**config.mk**
```make
export PLATFORM = sky130hd
export DESIGN_NAME = i2c_rd_master
export DESIGN_NICKNAME = d
export VERILOG_FILES = /design/src/rtl/i2crx_pkg.sv /design/src/rtl/i2crx_clkdiv.sv /design/src/rtl/i2crx_core.sv /design/src/rtl/i2c_rd_master.sv
export SDC_FILE = /design/constraint.sdc
export NUM_CORES = 1
export LEC_CHECK = 0
export CORE_AREA = 2 2 83 85
export CTS_BUF_LIST = sky130_fd_sc_hd__clkbuf_4 sky130_fd_sc_hd__clkbuf_8 sky130_fd_sc_hd__clkbuf_16
export CTS_CLUSTER_SIZE = 12
export DETAILED_ROUTE_END_ITERATION = 8
export DIE_AREA = 0 0 85 87
export DONT_BUFFER_PORTS = 1
export PLACE_DENSITY_LB_ADDON = 0.2
export SLEW_MARGIN = 20
export SYNTH_ARGS = -nofsm -noshare
export SYNTH_HDL_FRONTEND = slang
export SYNTH_SLANG_ARGS = --single-unit
```
**constraint.sdc**
```tcl
create_clock -name clk -period 2.65 [get_ports clk]
set_input_delay 0.265 -clock clk [delete_from_list [all_inputs] [get_ports clk]]
set_output_delay 0.265 -clock clk [all_outputs]
set_load 0.02 [all_outputs]
```
**src/rtl/i2crx_pkg.sv**
```systemverilog
package i2crx_pkg;

    typedef enum logic [3:0] {
        ST_IDLE,
        ST_START,
        ST_WAIT_ADDR,
        ST_ADDR,
        ST_ADDR_HOLD,
        ST_RX_BIT,
        ST_RX_ACK,
        ST_STRETCH,
        ST_STOP,
        ST_RESTART
    } ctl_state_e;

    localparam logic [1:0] SEL_CTRL  = 2'd0;
    localparam logic [1:0] SEL_DATA  = 2'd1;
    localparam logic [1:0] SEL_STAT1 = 2'd2;
    localparam logic [1:0] SEL_STAT2 = 2'd3;

    localparam int CT_START = 0;
    localparam int CT_STOP  = 1;
    localparam int CT_ACK   = 2;

    localparam int FL_SB   = 0;
    localparam int FL_ADDR = 1;
    localparam int FL_BTF  = 2;
    localparam int FL_RXNE = 3;
    localparam int FL_AF   = 4;
    localparam int FL_W    = 5;

endpackage

```
**src/rtl/i2crx_clkdiv.sv**
```systemverilog
module i2crx_clkdiv #(
    parameter int QDIV = 4
) (
    input  logic clk,
    input  logic rst_n,
    input  logic run,
    output logic tick
);
    localparam int CW = (QDIV > 1) ? $clog2(QDIV) : 1;
    localparam logic [CW-1:0] LAST = CW'(QDIV - 1);

    logic [CW-1:0] cnt;

    always_ff @(posedge clk or negedge rst_n) begin
        if (!rst_n)            cnt <= '0;
        else if (!run)         cnt <= '0;
        else if (cnt == LAST)  cnt <= '0;
        else                   cnt <= cnt + 1'b1;
    end

    assign tick = run && (cnt == LAST);
endmodule

```
**src/rtl/i2crx_core.sv**
```systemverilog
module i2crx_core
    import i2crx_pkg::*;
(
    input  logic            clk,
    input  logic            rst_n,
    input  logic            tick,
    output logic            run,
    input  logic            bus_wr,
    input  logic            bus_rd,
    input  logic [1:0]      bus_sel,
    input  logic [7:0]      bus_wdata,
    output logic [7:0]      bus_rdata,
    output logic            scl_o,
    output logic            sda_o,
    input  logic            sda_i,
    output logic [FL_W-1:0] flags,
    output logic            busy
);
    ctl_state_e state, after_byte;
    logic [1:0] q;
    logic [3:0] bitn;
    logic [7:0] tx_sh, rx_sh, dreg;
    logic       ack_en, start_req, stop_req, ackin, s1_seen;
    logic       sb, addr_f, btf, rxne, af;

    wire ctrl_wr = bus_wr && (bus_sel == SEL_CTRL);
    wire data_wr = bus_wr && (bus_sel == SEL_DATA);
    wire data_rd = bus_rd && (bus_sel == SEL_DATA);
    wire s1_rd   = bus_rd && (bus_sel == SEL_STAT1);
    wire s2_rd   = bus_rd && (bus_sel == SEL_STAT2);

    always_ff @(posedge clk or negedge rst_n) begin
        if (!rst_n) begin
            state <= ST_IDLE;  q <= '0;  bitn <= '0;
            tx_sh <= '0;  rx_sh <= '0;  dreg <= '0;
            scl_o <= 1'b1;  sda_o <= 1'b1;
            ack_en <= 1'b0;  start_req <= 1'b0;  stop_req <= 1'b0;
            ackin <= 1'b1;  s1_seen <= 1'b0;
            sb <= 1'b0;  addr_f <= 1'b0;  btf <= 1'b0;  rxne <= 1'b0;  af <= 1'b0;
        end else begin
            if (ctrl_wr) begin
                ack_en <= bus_wdata[CT_ACK];
                if (bus_wdata[CT_START]) begin
                    start_req <= 1'b1;
                    af        <= 1'b0;
                end
                if (bus_wdata[CT_STOP]) stop_req <= 1'b1;
            end
            if (bus_rd || bus_wr) s1_seen <= s1_rd && addr_f;
            if (s2_rd && s1_seen) addr_f <= 1'b0;
            if (data_rd && state != ST_STRETCH) rxne <= 1'b0;
            if (tick) q <= q + 2'd1;

            unique case (state)
                ST_IDLE: if (start_req) state <= ST_START;
                ST_START: if (tick) begin
                    if (q == 2'd0) sda_o <= 1'b0;
                    if (q == 2'd2) scl_o <= 1'b0;
                    if (q == 2'd3) begin
                        sb <= 1'b1;  start_req <= 1'b0;  state <= ST_WAIT_ADDR;
                    end
                end
                ST_WAIT_ADDR: if (data_wr) begin
                    tx_sh <= bus_wdata;  sb <= 1'b0;  bitn <= '0;  state <= ST_ADDR;
                end
                ST_ADDR: if (tick) begin
                    if (q == 2'd0) sda_o <= bitn[3] ? 1'b1 : tx_sh[7];
                    if (q == 2'd1) scl_o <= 1'b1;
                    if (q == 2'd2 && bitn[3]) ackin <= sda_i;
                    if (q == 2'd3) begin
                        scl_o <= 1'b0;
                        if (!bitn[3]) begin
                            tx_sh <= {tx_sh[6:0], 1'b0};
                            bitn  <= bitn + 4'd1;
                        end else if (!ackin) begin
                            addr_f <= 1'b1;  state <= ST_ADDR_HOLD;
                        end else begin
                            af <= 1'b1;  state <= ST_STOP;
                        end
                    end
                end
                ST_ADDR_HOLD: if (!addr_f) begin
                    bitn <= '0;  state <= ST_RX_BIT;
                end
                ST_RX_BIT: if (tick) begin
                    if (q == 2'd0) sda_o <= 1'b1;
                    if (q == 2'd1) scl_o <= 1'b1;
                    if (q == 2'd2) rx_sh <= {rx_sh[6:0], sda_i};
                    if (q == 2'd3) begin
                        scl_o <= 1'b0;
                        bitn  <= bitn + 4'd1;
                        if (bitn == 4'd7) state <= ST_RX_ACK;
                    end
                end
                ST_RX_ACK: if (tick) begin
                    if (q == 2'd0) sda_o <= !ack_en;
                    if (q == 2'd1) scl_o <= 1'b1;
                    if (q == 2'd3) begin
                        scl_o <= 1'b0;
                        if (rxne && !data_rd) begin
                            btf <= 1'b1;  state <= ST_STRETCH;
                        end else begin
                            dreg <= rx_sh;  rxne <= 1'b1;  bitn <= '0;  state <= after_byte;
                        end
                    end
                end
                ST_STRETCH: if (data_rd) begin
                    dreg <= rx_sh;  rxne <= 1'b1;  btf <= 1'b0;  bitn <= '0;
                    state <= after_byte;
                end
                ST_STOP: if (tick) begin
                    if (q == 2'd0) sda_o <= 1'b0;
                    if (q == 2'd1) scl_o <= 1'b1;
                    if (q == 2'd2) sda_o <= 1'b1;
                    if (q == 2'd3) begin
                        stop_req <= 1'b0;  state <= ST_IDLE;
                    end
                end
                ST_RESTART: if (tick) begin
                    if (q == 2'd0) sda_o <= 1'b1;
                    if (q == 2'd1) scl_o <= 1'b1;
                    if (q == 2'd3) state <= ST_START;
                end
                default: state <= ST_IDLE;
            endcase
        end
    end

    always_comb begin
        after_byte = stop_req ? ST_STOP : (start_req ? ST_RESTART : ST_RX_BIT);
        run  = !(state inside {ST_IDLE, ST_WAIT_ADDR, ST_ADDR_HOLD, ST_STRETCH});
        busy = (state != ST_IDLE);
        flags = '0;
        flags[FL_SB]   = sb;
        flags[FL_ADDR] = addr_f;
        flags[FL_BTF]  = btf;
        flags[FL_RXNE] = rxne;
        flags[FL_AF]   = af;
        unique case (bus_sel)
            SEL_CTRL:  bus_rdata = {5'd0, ack_en, stop_req, start_req};
            SEL_DATA:  bus_rdata = dreg;
            SEL_STAT1: bus_rdata = {{(8-FL_W){1'b0}}, flags};
            SEL_STAT2: bus_rdata = {7'd0, busy};
            default:   bus_rdata = '0;
        endcase
    end
endmodule

```
**src/rtl/i2c_rd_master.sv**
```systemverilog
module i2c_rd_master #(
    parameter int QDIV = 4
) (
    input  logic       clk,
    input  logic       rst_n,
    input  logic       bus_wr,
    input  logic       bus_rd,
    input  logic [1:0] bus_sel,
    input  logic [7:0] bus_wdata,
    output logic [7:0] bus_rdata,
    output logic       scl_o,
    output logic       sda_o,
    input  logic       sda_i
);
    logic                        tick, run, busy;
    logic [i2crx_pkg::FL_W-1:0]  st_flags;

    i2crx_clkdiv #(.QDIV(QDIV)) u_div (
        .clk(clk), .rst_n(rst_n), .run(run), .tick(tick)
    );

    i2crx_core u_core (
        .clk(clk), .rst_n(rst_n), .tick(tick), .run(run),
        .bus_wr(bus_wr), .bus_rd(bus_rd), .bus_sel(bus_sel),
        .bus_wdata(bus_wdata), .bus_rdata(bus_rdata),
        .scl_o(scl_o), .sda_o(sda_o), .sda_i(sda_i),
        .flags(st_flags), .busy(busy)
    );
endmodule

```
Word level (Yosys, flattened, before mapping)
Index checks and enable logic that the tools add are counted.
- shift operators: 0
- add/subtract/negate cells: 3
- equality and inequality tests: 46
- multiply operators: 0
- muxes and demuxes: 105
- div/mod/pow operators: 0
- bitwise gates (word level): 0
- reductions and logical operators: 40
- $lt $le $gt $ge: 0
- operators by type and width (kind ; number):
    $mux 4 ; 33
    $mux 8 ; 8
    $mux 1 ; 52
    $pmux 4 s10 ; 1
    $ne 2x1->1 const B ; 19
    $pmux 8 s2 ; 2
    $pmux 8 s4 ; 1
    $pmux 4 s6 ; 1
    $eq 4x3->1 const B ; 5
    $reduce_and 5->1 ; 4
    $ne 2x2->1 const B ; 9
    $reduce_and 18->1 ; 1
    $reduce_and 12->1 ; 1
    $logic_and 1x1->1 ; 11
    $reduce_and 11->1 ; 1
    $eq 2x2->1 const B ; 5
    $reduce_and 9->1 ; 1
    $eq 4x2->1 const B ; 2
    $eq 4x4->1 const B ; 2
    $reduce_bool 4->1 ; 2
    $pmux 1 s2 ; 3
    $reduce_and 3->1 ; 2
    $reduce_bool 2->1 ; 3
    $reduce_bool 6->1 ; 1
    17 further kinds ; 24
- memory bits (read-only): 0
- logic and storage cells: 214
- bits in writable memories: 0
- output and inout port bits: 10
- memories kept: 0
- bits in latches: 0
- bits in registers: 48

Depth between registers and ports, before layout
Gate-level depths: netlist (run 1).
- word-level depth: 9
- mapped depth: 8

Hierarchy
Synthesis (run 1) repeated with hierarchy kept, for this count alone.
- cells, all modules: 291
- area, all modules: 2917.8 µm²
- modules (own cells, without submodules) (module ; instances ; area each (µm²) ; cells each ; sequential area each (µm²)):
    i2crx_core ; 1 ; 2829.0 ; 285 ; 1154.9
    i2crx_clkdiv ; 1 ; 88.8 ; 6 ; 50.0

Least setup slack after synthesis (run 1)
No wires, ideal clock.
- kind: register to register
- from: register u_div.cnt[0]
- to: register u_core.state[0]
- path buffers: 1
- setup time: 125 ps
- arrival: 1725 ps
- stages on the path, launching flop included: 8
- path slack: 800 ps
- path through: dfrtp_1 > ha_1 > clkbuf_2 > and2_1 > a211oi_1 > a211oi_2 > nand3_2 > mux2_2
- cells in the longest elaborated chain, start to end: 4
- elaborated cells between the ends (all ways): 9
- classes of those cells: eq/ne (7); reduce/logical (2)
- RTL lines (element ; line ; source):
    from (decl) ; i2crx_clkdiv.sv:12 ; logic [CW-1:0] cnt;
    from (signal assigned) ; i2crx_clkdiv.sv:18 ; else cnt <= cnt + 1'b1;
    $eq 2x2->1 (*) ; i2crx_clkdiv.sv:21 ; assign tick = run && (cnt == LAST);
    $logic_and 1x1->1 (*) ; i2crx_clkdiv.sv:21 ;
    $ne 2x2->1 (no line) ; n/a ;
    $reduce_and 18->1 (no line) (*) ; n/a ;
    to (signal assigned) ; i2crx_core.sv:109 ; state <= after_byte;
    to (decl) ; i2crx_core.sv:19 ; ctl_state_e state, after_byte;
Mark *: on every way between the ends. The rest lies on a longest branch, timed or not.
A chain may end at the register's enable or synchronous reset.

Final worst setup path (run 1)
- from: register u_core.state[3]
- to: output bus_rdata[0]
- cells in the longest elaborated chain, start to end: 2
- RTL lines (element ; line ; source):
    $reduce_bool 4->1 ; i2crx_core.sv:132 ; busy = (state != ST_IDLE);
    $pmux 8 s4 ; i2crx_core.sv:139 ; unique case (bus_sel)
    to (decl) ; i2c_rd_master.sv:10 ; output logic [7:0] bus_rdata,
No other way between the ends.

==> results of run 1 <==
[registers in the layout, summed over array words and instances, names as in the netlist, 2 cells and up]
name / flops
u_core.bitn: 4
u_core.dreg: 8
u_core.q: 2
u_core.rx_sh: 8
u_core.state: 4
u_core.tx_sh: 8
u_div.cnt: 2
[layout make-up]
type	instances	area, sq um
Timing Repair Buffer	10	97.59
Tap cell	80	100.1
Multi-Input combinational cell	202	1481
Fill cell	599	3521
Sequential cell	48	1205
Clock buffer	5	68.82
Clock inverter	3	68.82
Inverter	7	26.28
[logic make-up after synthesis]
| logic type | after synthesis |
|---|---|
| flops | 48 |
| fa+ha+maj | 8 |
| compound gates | 75 |
| mux | 37 |
| buf+inv | 25 |
| xor+xnor | 2 |
| simple gates | 80 |
[how the worst min path moves through the flow]
| stage | from | endpoint | cells after the start |
|---|---|---|---|
| finish | sda_i | u_core.ackin | 1 |
| global route | sda_i | u_core.ackin | 1 |
| CTS | sda_i | u_core.ackin | 1 |
| detailed placement | rst_n | u_core.tx_sh[2] | 0 |
| global placement | rst_n | u_core.tx_sh[2] | 0 |
| floorplan | rst_n | u_core.ack_en | 0 |
[metrics by stage]
step	worst slack, ns	std cells	power, mW	area [sq um]	util (%)
floorplan	0.8004	275	2.076	2811	-
global placement	0.5973	345	2.304	2873	43.73
detailed placement	0.5627	345	2.326	2873	43.73
CTS	0.3180	355	2.997	3048	46.40
global route	0.1988	355	3.198	3048	46.40
finish	0.3098	355	2.975	3048	46.40
[power groups by stage]
stage                     Clock [mW]  Combinational [mW]  Sequential, mW
after floorplan                    0                1.07            1.01
after global placement             0                1.20            1.10
after detailed placement           0                1.22            1.11
after CTS                      0.658                1.24            1.09
after global routing           0.679                1.39            1.13
final                          0.639                1.24            1.09
[per-layer routing]
layer / wire (um) / share of wire (%) / track usage (%) / vias up
met2: 2909 / 47 / 28.98 / 36
li1: - / - / - / 999
met1: 2980 / 48 / 25.74 / 1001
met5: 0 / 0 / 0 / -
met3: 220 / 3.5 / 3.318 / 7
met4: 107 / 1.7 / 6.205 / 0
[cell usage in the layout, fill, tap and decap left out, types with 2 or more instances in the layout]
| cell | instances |
|---|---|
| sky130_fd_sc_hd__a211oi_1 | 2 |
| sky130_fd_sc_hd__a21o_1 | 3 |
| sky130_fd_sc_hd__and3_1 | 2 |
| sky130_fd_sc_hd__o21ai_0 | 16 |
| sky130_fd_sc_hd__dfstp_2 | 3 |
| sky130_fd_sc_hd__or2_2 | 2 |
| sky130_fd_sc_hd__nand3_1 | 3 |
| sky130_fd_sc_hd__and2_1 | 6 |
| sky130_fd_sc_hd__mux2_4 | 2 |
| sky130_fd_sc_hd__ha_1 | 7 |
| sky130_fd_sc_hd__dfrtp_1 | 45 |
| sky130_fd_sc_hd__bufinv_16 | 2 |
| sky130_fd_sc_hd__xnor2_1 | 2 |
| sky130_fd_sc_hd__nand2_1 | 14 |
| sky130_fd_sc_hd__mux2i_1 | 11 |
| sky130_fd_sc_hd__nor3b_1 | 2 |
| sky130_fd_sc_hd__o211a_1 | 3 |
| sky130_fd_sc_hd__nand3b_1 | 2 |
| sky130_fd_sc_hd__a21oi_1 | 24 |
| sky130_fd_sc_hd__nand2b_1 | 5 |
| sky130_fd_sc_hd__mux2_2 | 21 |
| sky130_fd_sc_hd__mux2_1 | 2 |
| sky130_fd_sc_hd__a22o_1 | 3 |
| sky130_fd_sc_hd__nor2b_1 | 7 |
| sky130_fd_sc_hd__buf_4 | 8 |
| sky130_fd_sc_hd__and4bb_2 | 2 |
| sky130_fd_sc_hd__nand4_1 | 2 |
| sky130_fd_sc_hd__o21ai_1 | 2 |
| sky130_fd_sc_hd__inv_1 | 7 |
| sky130_fd_sc_hd__a32o_1 | 2 |
| sky130_fd_sc_hd__nor3_1 | 5 |
| sky130_fd_sc_hd__a31oi_1 | 4 |
| sky130_fd_sc_hd__nor2_1 | 20 |
| sky130_fd_sc_hd__clkbuf_8 | 5 |
==> run_results.csv, run 1 <==
group,metric,value,unit
run_status,run_status,"complete, no violations",
yosys,synth-adder-area-share,3.471,%
power_and_ir_drop,internal_power,1.854,mW
global_route,vias_in_the_first_global_route,2110,
detailed_routing,detailed_route_vias_per_instance,5.755,
yosys,synth_enable_flop_cells,0,
yosys,primary_flip_flop_cell_chosen_by_synthesis_mapping,"sky130_fd_sc_hd__dfrtp_1",
global_route,global_route.usage.total,18.40,%
clocking,insertion_delay,0.30,ns
sta,fin_worst_skew,0.007654,ns
sta,fmaxAchievable,427.3,MHz
hold_path,worstHoldPathType,"input pin to flop",
die,area_of_the_core_region,6569,sq um
worst_setup_path,crit_slowest_cell,"sky130_fd_sc_hd__mux4_2",
yosys,synth_simple_gate_area_share,16.11,%
yosys,asyncSetResetFlopFracSynth,100.0,%
detailed_routing,via_count,2043,
yosys,synth_top_family_by_area,"compound AO/OA/AOI/OAI gates",
sta,finalMaxSlewViolations,0,
power_and_ir_drop,pwr-share-clk,21.5,%
worst_setup_path,worst-endpoint-required,2.38,ns
power_and_ir_drop,p_sw_share,37.68,%
die,die_height,87,um
power_and_ir_drop,vdd_ir_drop_max,0.4209,mV
worst_setup_path,arrival,2.08,ns
yosys,synth_cell_type_count,61,
global_route,grt_first_pass_wirelength,10.78,mm
sta,period_minus_slack,2.340,ns
worst_setup_path,timing.reg2reg.setup_slack,0.50,ns
power_and_ir_drop,net-switching-power,1.121,mW
placement,hpwl,4.519,mm
worst_setup_path,rr_worst_depth,5,
worst_setup_path,critical_path_peak_fanout,14,
clocking,cts.repair.resized,0,
power_and_ir_drop,power_density,976.0,nW/um^2
cells_and_area,antennaDiodeCount,0,
die,rows,30,
detailed_routing,drtPass1Iterations,4,
placement,gpl.final_weighted_congestion,0.9105,
die,total_die_area,7395,sq um
worst_setup_path,setup.worst_path.start,"u_core.state[3]",
detailed_routing,wl_per_cell,17.51,um
detailed_routing,drt_wl_total,6.217,mm
die,die_x,85,um
worst_setup_path,crit_path_end_kind,"output pin",
cells_and_area,final_net_count,296,
clocking,post_cts_hold_buffer_count,2,
die,top_level_ports,25,
yosys,syn_avg_cell_area,10.22,sq um
worst_setup_path,worstReg2RegEnd,"u_core.state[0]",
worst_setup_path,r2r-start,"u_core.state[1]",
yosys,most_frequent_cell_after_synthesis,"sky130_fd_sc_hd__dfrtp_1",
sta,fin_hold_ws,0.09289,ns
yosys,synth_top_area_cell,"sky130_fd_sc_hd__dfrtp_1",
detailed_routing,dr.first_iter.drc_count,129,
detailed_routing,drc_errors,0,
clocking,cts.htree.levels,2,
worst_setup_path,worstSetupEndpoint,"bus_rdata[0]",
yosys,synth_nets,297,
sta,period_share,88.31,%
clocking,cts.sink_count,48,
yosys,ys_seq_area_share,42.86,%
yosys,post_synth_xor_area_fraction,0.6231,%
yosys,compound_cell_area_share_of_the_yosys_netlist,17.49,%
yosys,ys_top_cells_by_count,"sky130_fd_sc_hd__dfrtp_1, sky130_fd_sc_hd__a21oi_1, sky130_fd_sc_hd__mux2_2, sky130_fd_sc_hd__nor2_1, sky130_fd_sc_hd__o21ai_0",
sta,worst_pin_slew,0.6435,ns
clocking,cts-buffers-inserted,5,
worst_setup_path,cp-start-kind,"flop",
cells_and_area,syn2layout_area_growth,8.411,%
power_and_ir_drop,power.sequential.fraction,36.8,%
die,floorplan.initialDensity,42.80,%
sta,rsz0062_at_grt,"false",
yosys,synth_cells,275,
detailed_routing,drtAntennaViolNets,0,
yosys,syn_area,2811,sq um
yosys,ys_warn_count,0,
clocking,cts_tree,"yes",
yosys,synth_largest_type_area_fraction,40.05,%
worst_setup_path,setup.worst_path.class,"flop to output pin",
worst_setup_path,critPathBufInv,1,
power_and_ir_drop,combPwrFrac,41.7,%
run,max_cap_violations,0,
yosys,synth_top_cells_by_area,"sky130_fd_sc_hd__dfrtp_1, sky130_fd_sc_hd__mux2_2, sky130_fd_sc_hd__a21oi_1",
global_route,globalRouteOverflowTotal,0,
clocking,clk_pin_slew_worst_paths,0.09,ns
sta,final-hold-violation-count,0,
clocking,postCtsSetupBuffers,0,
yosys,synth.mux.area_fraction,15.00,%
sta,timing.max_slew.rel_slack,56.64,%
yosys,postSynthRegisterBits,48,
worst_setup_path,timing.critical_path.cells,"buf_4 -> nor2_1 -> nand2_1 -> mux4_2",
worst_setup_path,timing.critical_path.max_delay_family,"multiplexers",
power_and_ir_drop,total_leakage_power,1.336,nW
global_route,antenna_found_initial,0,
placement,place.port_buffers,0,
clocking,clock-root-buffer,"sky130_fd_sc_hd__clkbuf_8",
sta,totalNegativeSetupSlack,0,ns
sta,setup_violations,0,
cells_and_area,drive_gt1_share,19.27,%
global_route,grt_start_max_net_pins,49,
clocking,clockBufferDepth,2,
worst_setup_path,cell_depth_of_the_worst_setup_path,4,
worst_setup_path,crit_path_max_incr_delay,0.57,ns
No activity file was read; power rests on OpenSTA's default activity.
==> run 2: changes to the inputs <==
- clock period: 2.65 -> 2.4 ns (I/O delays scaled with it)
==> run_results.csv, run 2 (same netlist as run 1, synthesis figures left out) <==
group,metric,value,unit
worst_setup_path,worstReg2RegEnd,"u_core.state[0]",
cells_and_area,syn2layout_area_growth,8.678,%
clocking,post_cts_hold_buffer_count,2,
sta,finalMaxSlewViolations,0,
detailed_routing,drtPass1Iterations,4,
worst_setup_path,setup.worst_path.start,"u_core.state[1]",
run_status,run_status,"complete, no violations",
global_route,global_route.usage.total,18.44,%
die,floorplan.initialDensity,42.80,%
worst_setup_path,worstSetupEndpoint,"u_core.state[0]",
cells_and_area,final_net_count,297,
power_and_ir_drop,p_total,3.300,mW
worst_setup_path,r2r-start,"u_core.state[1]",
sta,period_minus_slack,2.132,ns
cells_and_area,most-common-layout-cells,"sky130_fd_sc_hd__dfrtp_1, sky130_fd_sc_hd__a21oi_1, sky130_fd_sc_hd__mux2_2",
clocking,postCtsSetupBuffers,0,
cells_and_area,largestRegisters,"u_core.dreg (8), u_core.rx_sh (8), u_core.tx_sh (8)",
die,die_x,85,um
sta,timing.max_slew.rel_slack,57.21,%
placement,placedCellCount,346,
sta,worst_pin_slew,0.6351,ns
die,top_level_ports,25,
clocking,cts_tree,"yes",
sta,fmaxAchievable,469.1,MHz
cells_and_area,fillerInstances,624,
worst_setup_path,crit_path_end_kind,"flop",
sta,rsz0062_at_grt,"false",
worst_setup_path,timing.reg2reg.setup_slack,0.27,ns
sta,period_share,88.83,%
sta,setup_violations,0,
detailed_routing,drc_errors,0,
worst_setup_path,cp-start-kind,"flop",
global_route,grt_start_max_net_pins,49,
detailed_routing,wl_per_cell,17.87,um
power_and_ir_drop,total_leakage_power,1.342,nW
global_route,globalRouteOverflowTotal,0,
clocking,cts.repair.resized,0,
worst_setup_path,setup.worst_path.class,"flop to flop",
cells_and_area,layout.cells.most_common,"sky130_fd_sc_hd__dfrtp_1",
detailed_routing,dr.first_iter.drc_count,138,
detailed_routing,detailed_route_vias_per_instance,5.854,
clocking,cts-buffers-inserted,5,
clocking,clockBufferDepth,2,
sta,final-hold-violation-count,0,
global_route,vias_in_the_first_global_route,2140,
detailed_routing,drt_wl_total,6.363,mm
worst_setup_path,rr_worst_depth,5,
die,die_height,87,um
power_and_ir_drop,power_density,1080,nW/um^2
sta,fin_worst_skew,0.002475,ns
cells_and_area,drive_gt1_share,19.57,%
global_route,grt_first_pass_wirelength,10.84,mm
cells_and_area,postLayoutCoreUtil,46.51,%
cells_and_area,antennaDiodeCount,0,
clocking,cts.htree.levels,2,
clocking,clk_pin_slew_worst_paths,0.09,ns
worst_setup_path,arrival,2.32,ns
clocking,insertion_delay,0.30,ns
clocking,cts.sink_count,48,
sta,totalNegativeSetupSlack,0,ns
global_route,antenna_found_initial,0,
clocking,clock-root-buffer,"sky130_fd_sc_hd__clkbuf_8",
worst_setup_path,critical_path_peak_fanout,16,
detailed_routing,via_count,2084,
die,area_of_the_core_region,6569,sq um
die,rows,30,
placement,gpl.final_weighted_congestion,0.9489,
worst_setup_path,worst-endpoint-required,2.59,ns
power_and_ir_drop,vdd_ir_drop_max,0.6204,mV
die,total_die_area,7395,sq um
run,max_cap_violations,0,
cells_and_area,layout.cells.non_filler,356,
detailed_routing,drtAntennaViolNets,0,
placement,place.port_buffers,0,
hold_path,worstHoldPathType,"input pin to flop",
placement,hpwl,4.617,mm
-- run 2: changes by cell type in the layout (fill, tap and decap cells not counted) --
cell | previous run | this run
sky130_fd_sc_hd__buf_4 | 8 | 9
-- run 2: worst max-delay path, stage by stage, from the launching register on --
cell and delay, ns:
sky130_fd_sc_hd__dfrtp_1 0.65, sky130_fd_sc_hd__or3b_1 0.44, sky130_fd_sc_hd__a211oi_1 0.37, sky130_fd_sc_hd__a211oi_2 0.09
sky130_fd_sc_hd__nand3_2 0.12, sky130_fd_sc_hd__mux2_2 0.34
-- run 2: per-stage QoR --
stage          setup slack [ns]  cell area [sq um]  hold WS, ns
3_3_place_gp             0.3664               2880     -0.05459
2_1_floorplan            0.5504               2811     -0.05559
3_5_place_dp             0.3210               2880     -0.05471
5_1_grt                  0.1392               3055      0.07030
4_1_cts                  0.2872               3055      0.05923
6_report                 0.2681               3055      0.06924
-- run 2: where the power goes --
part | switching (mW) | internal [mW] | leakage, nW
Combinational | 0.735 | 0.645 | 0.663
Sequential | 0.226 | 0.997 | 0.610
Clock | 0.278 | 0.419 | 0.0687
Total | 1.24 | 2.06 | 1.34
-- run 2: layout make-up --
type	count	area (sq um)	share of cell area [%]
clock buffer	5	68.82	2.252
clock inverter	3	68.82	2.252
inverter	7	26.28	0.8600
multi-input combinational	202	1481	48.48
sequential	48	1205	39.44
tap	80	100.1	3.276
timing repair buffer	11	105.1	3.440
-- run 2: worst min path at each step --
stage	startpoint	endpoint	slack [ns]	depth (start not counted)
4_1_cts	sda_i	u_core.ackin	0.06	1
3_5_place_dp	rst_n	u_core.tx_sh[4]	-0.05	0
3_3_place_gp	rst_n	u_core.tx_sh[3]	-0.05	0
5_1_grt	sda_i	u_core.ackin	0.07	1
2_1_floorplan	rst_n	u_core.ack_en	-0.06	0
6_report	sda_i	u_core.ackin	0.07	1
-- run 2: per-layer routing --
metal | global-route usage, % | vias up | wire length [um]
li1 | - | 1000 | -
met1 | 24.26 | 1038 | 2921
met2 | 29.76 | 35 | 3045
met3 | 3.886 | 11 | 234
met4 | 7.504 | 0 | 162
met5 | 0 | - | 0
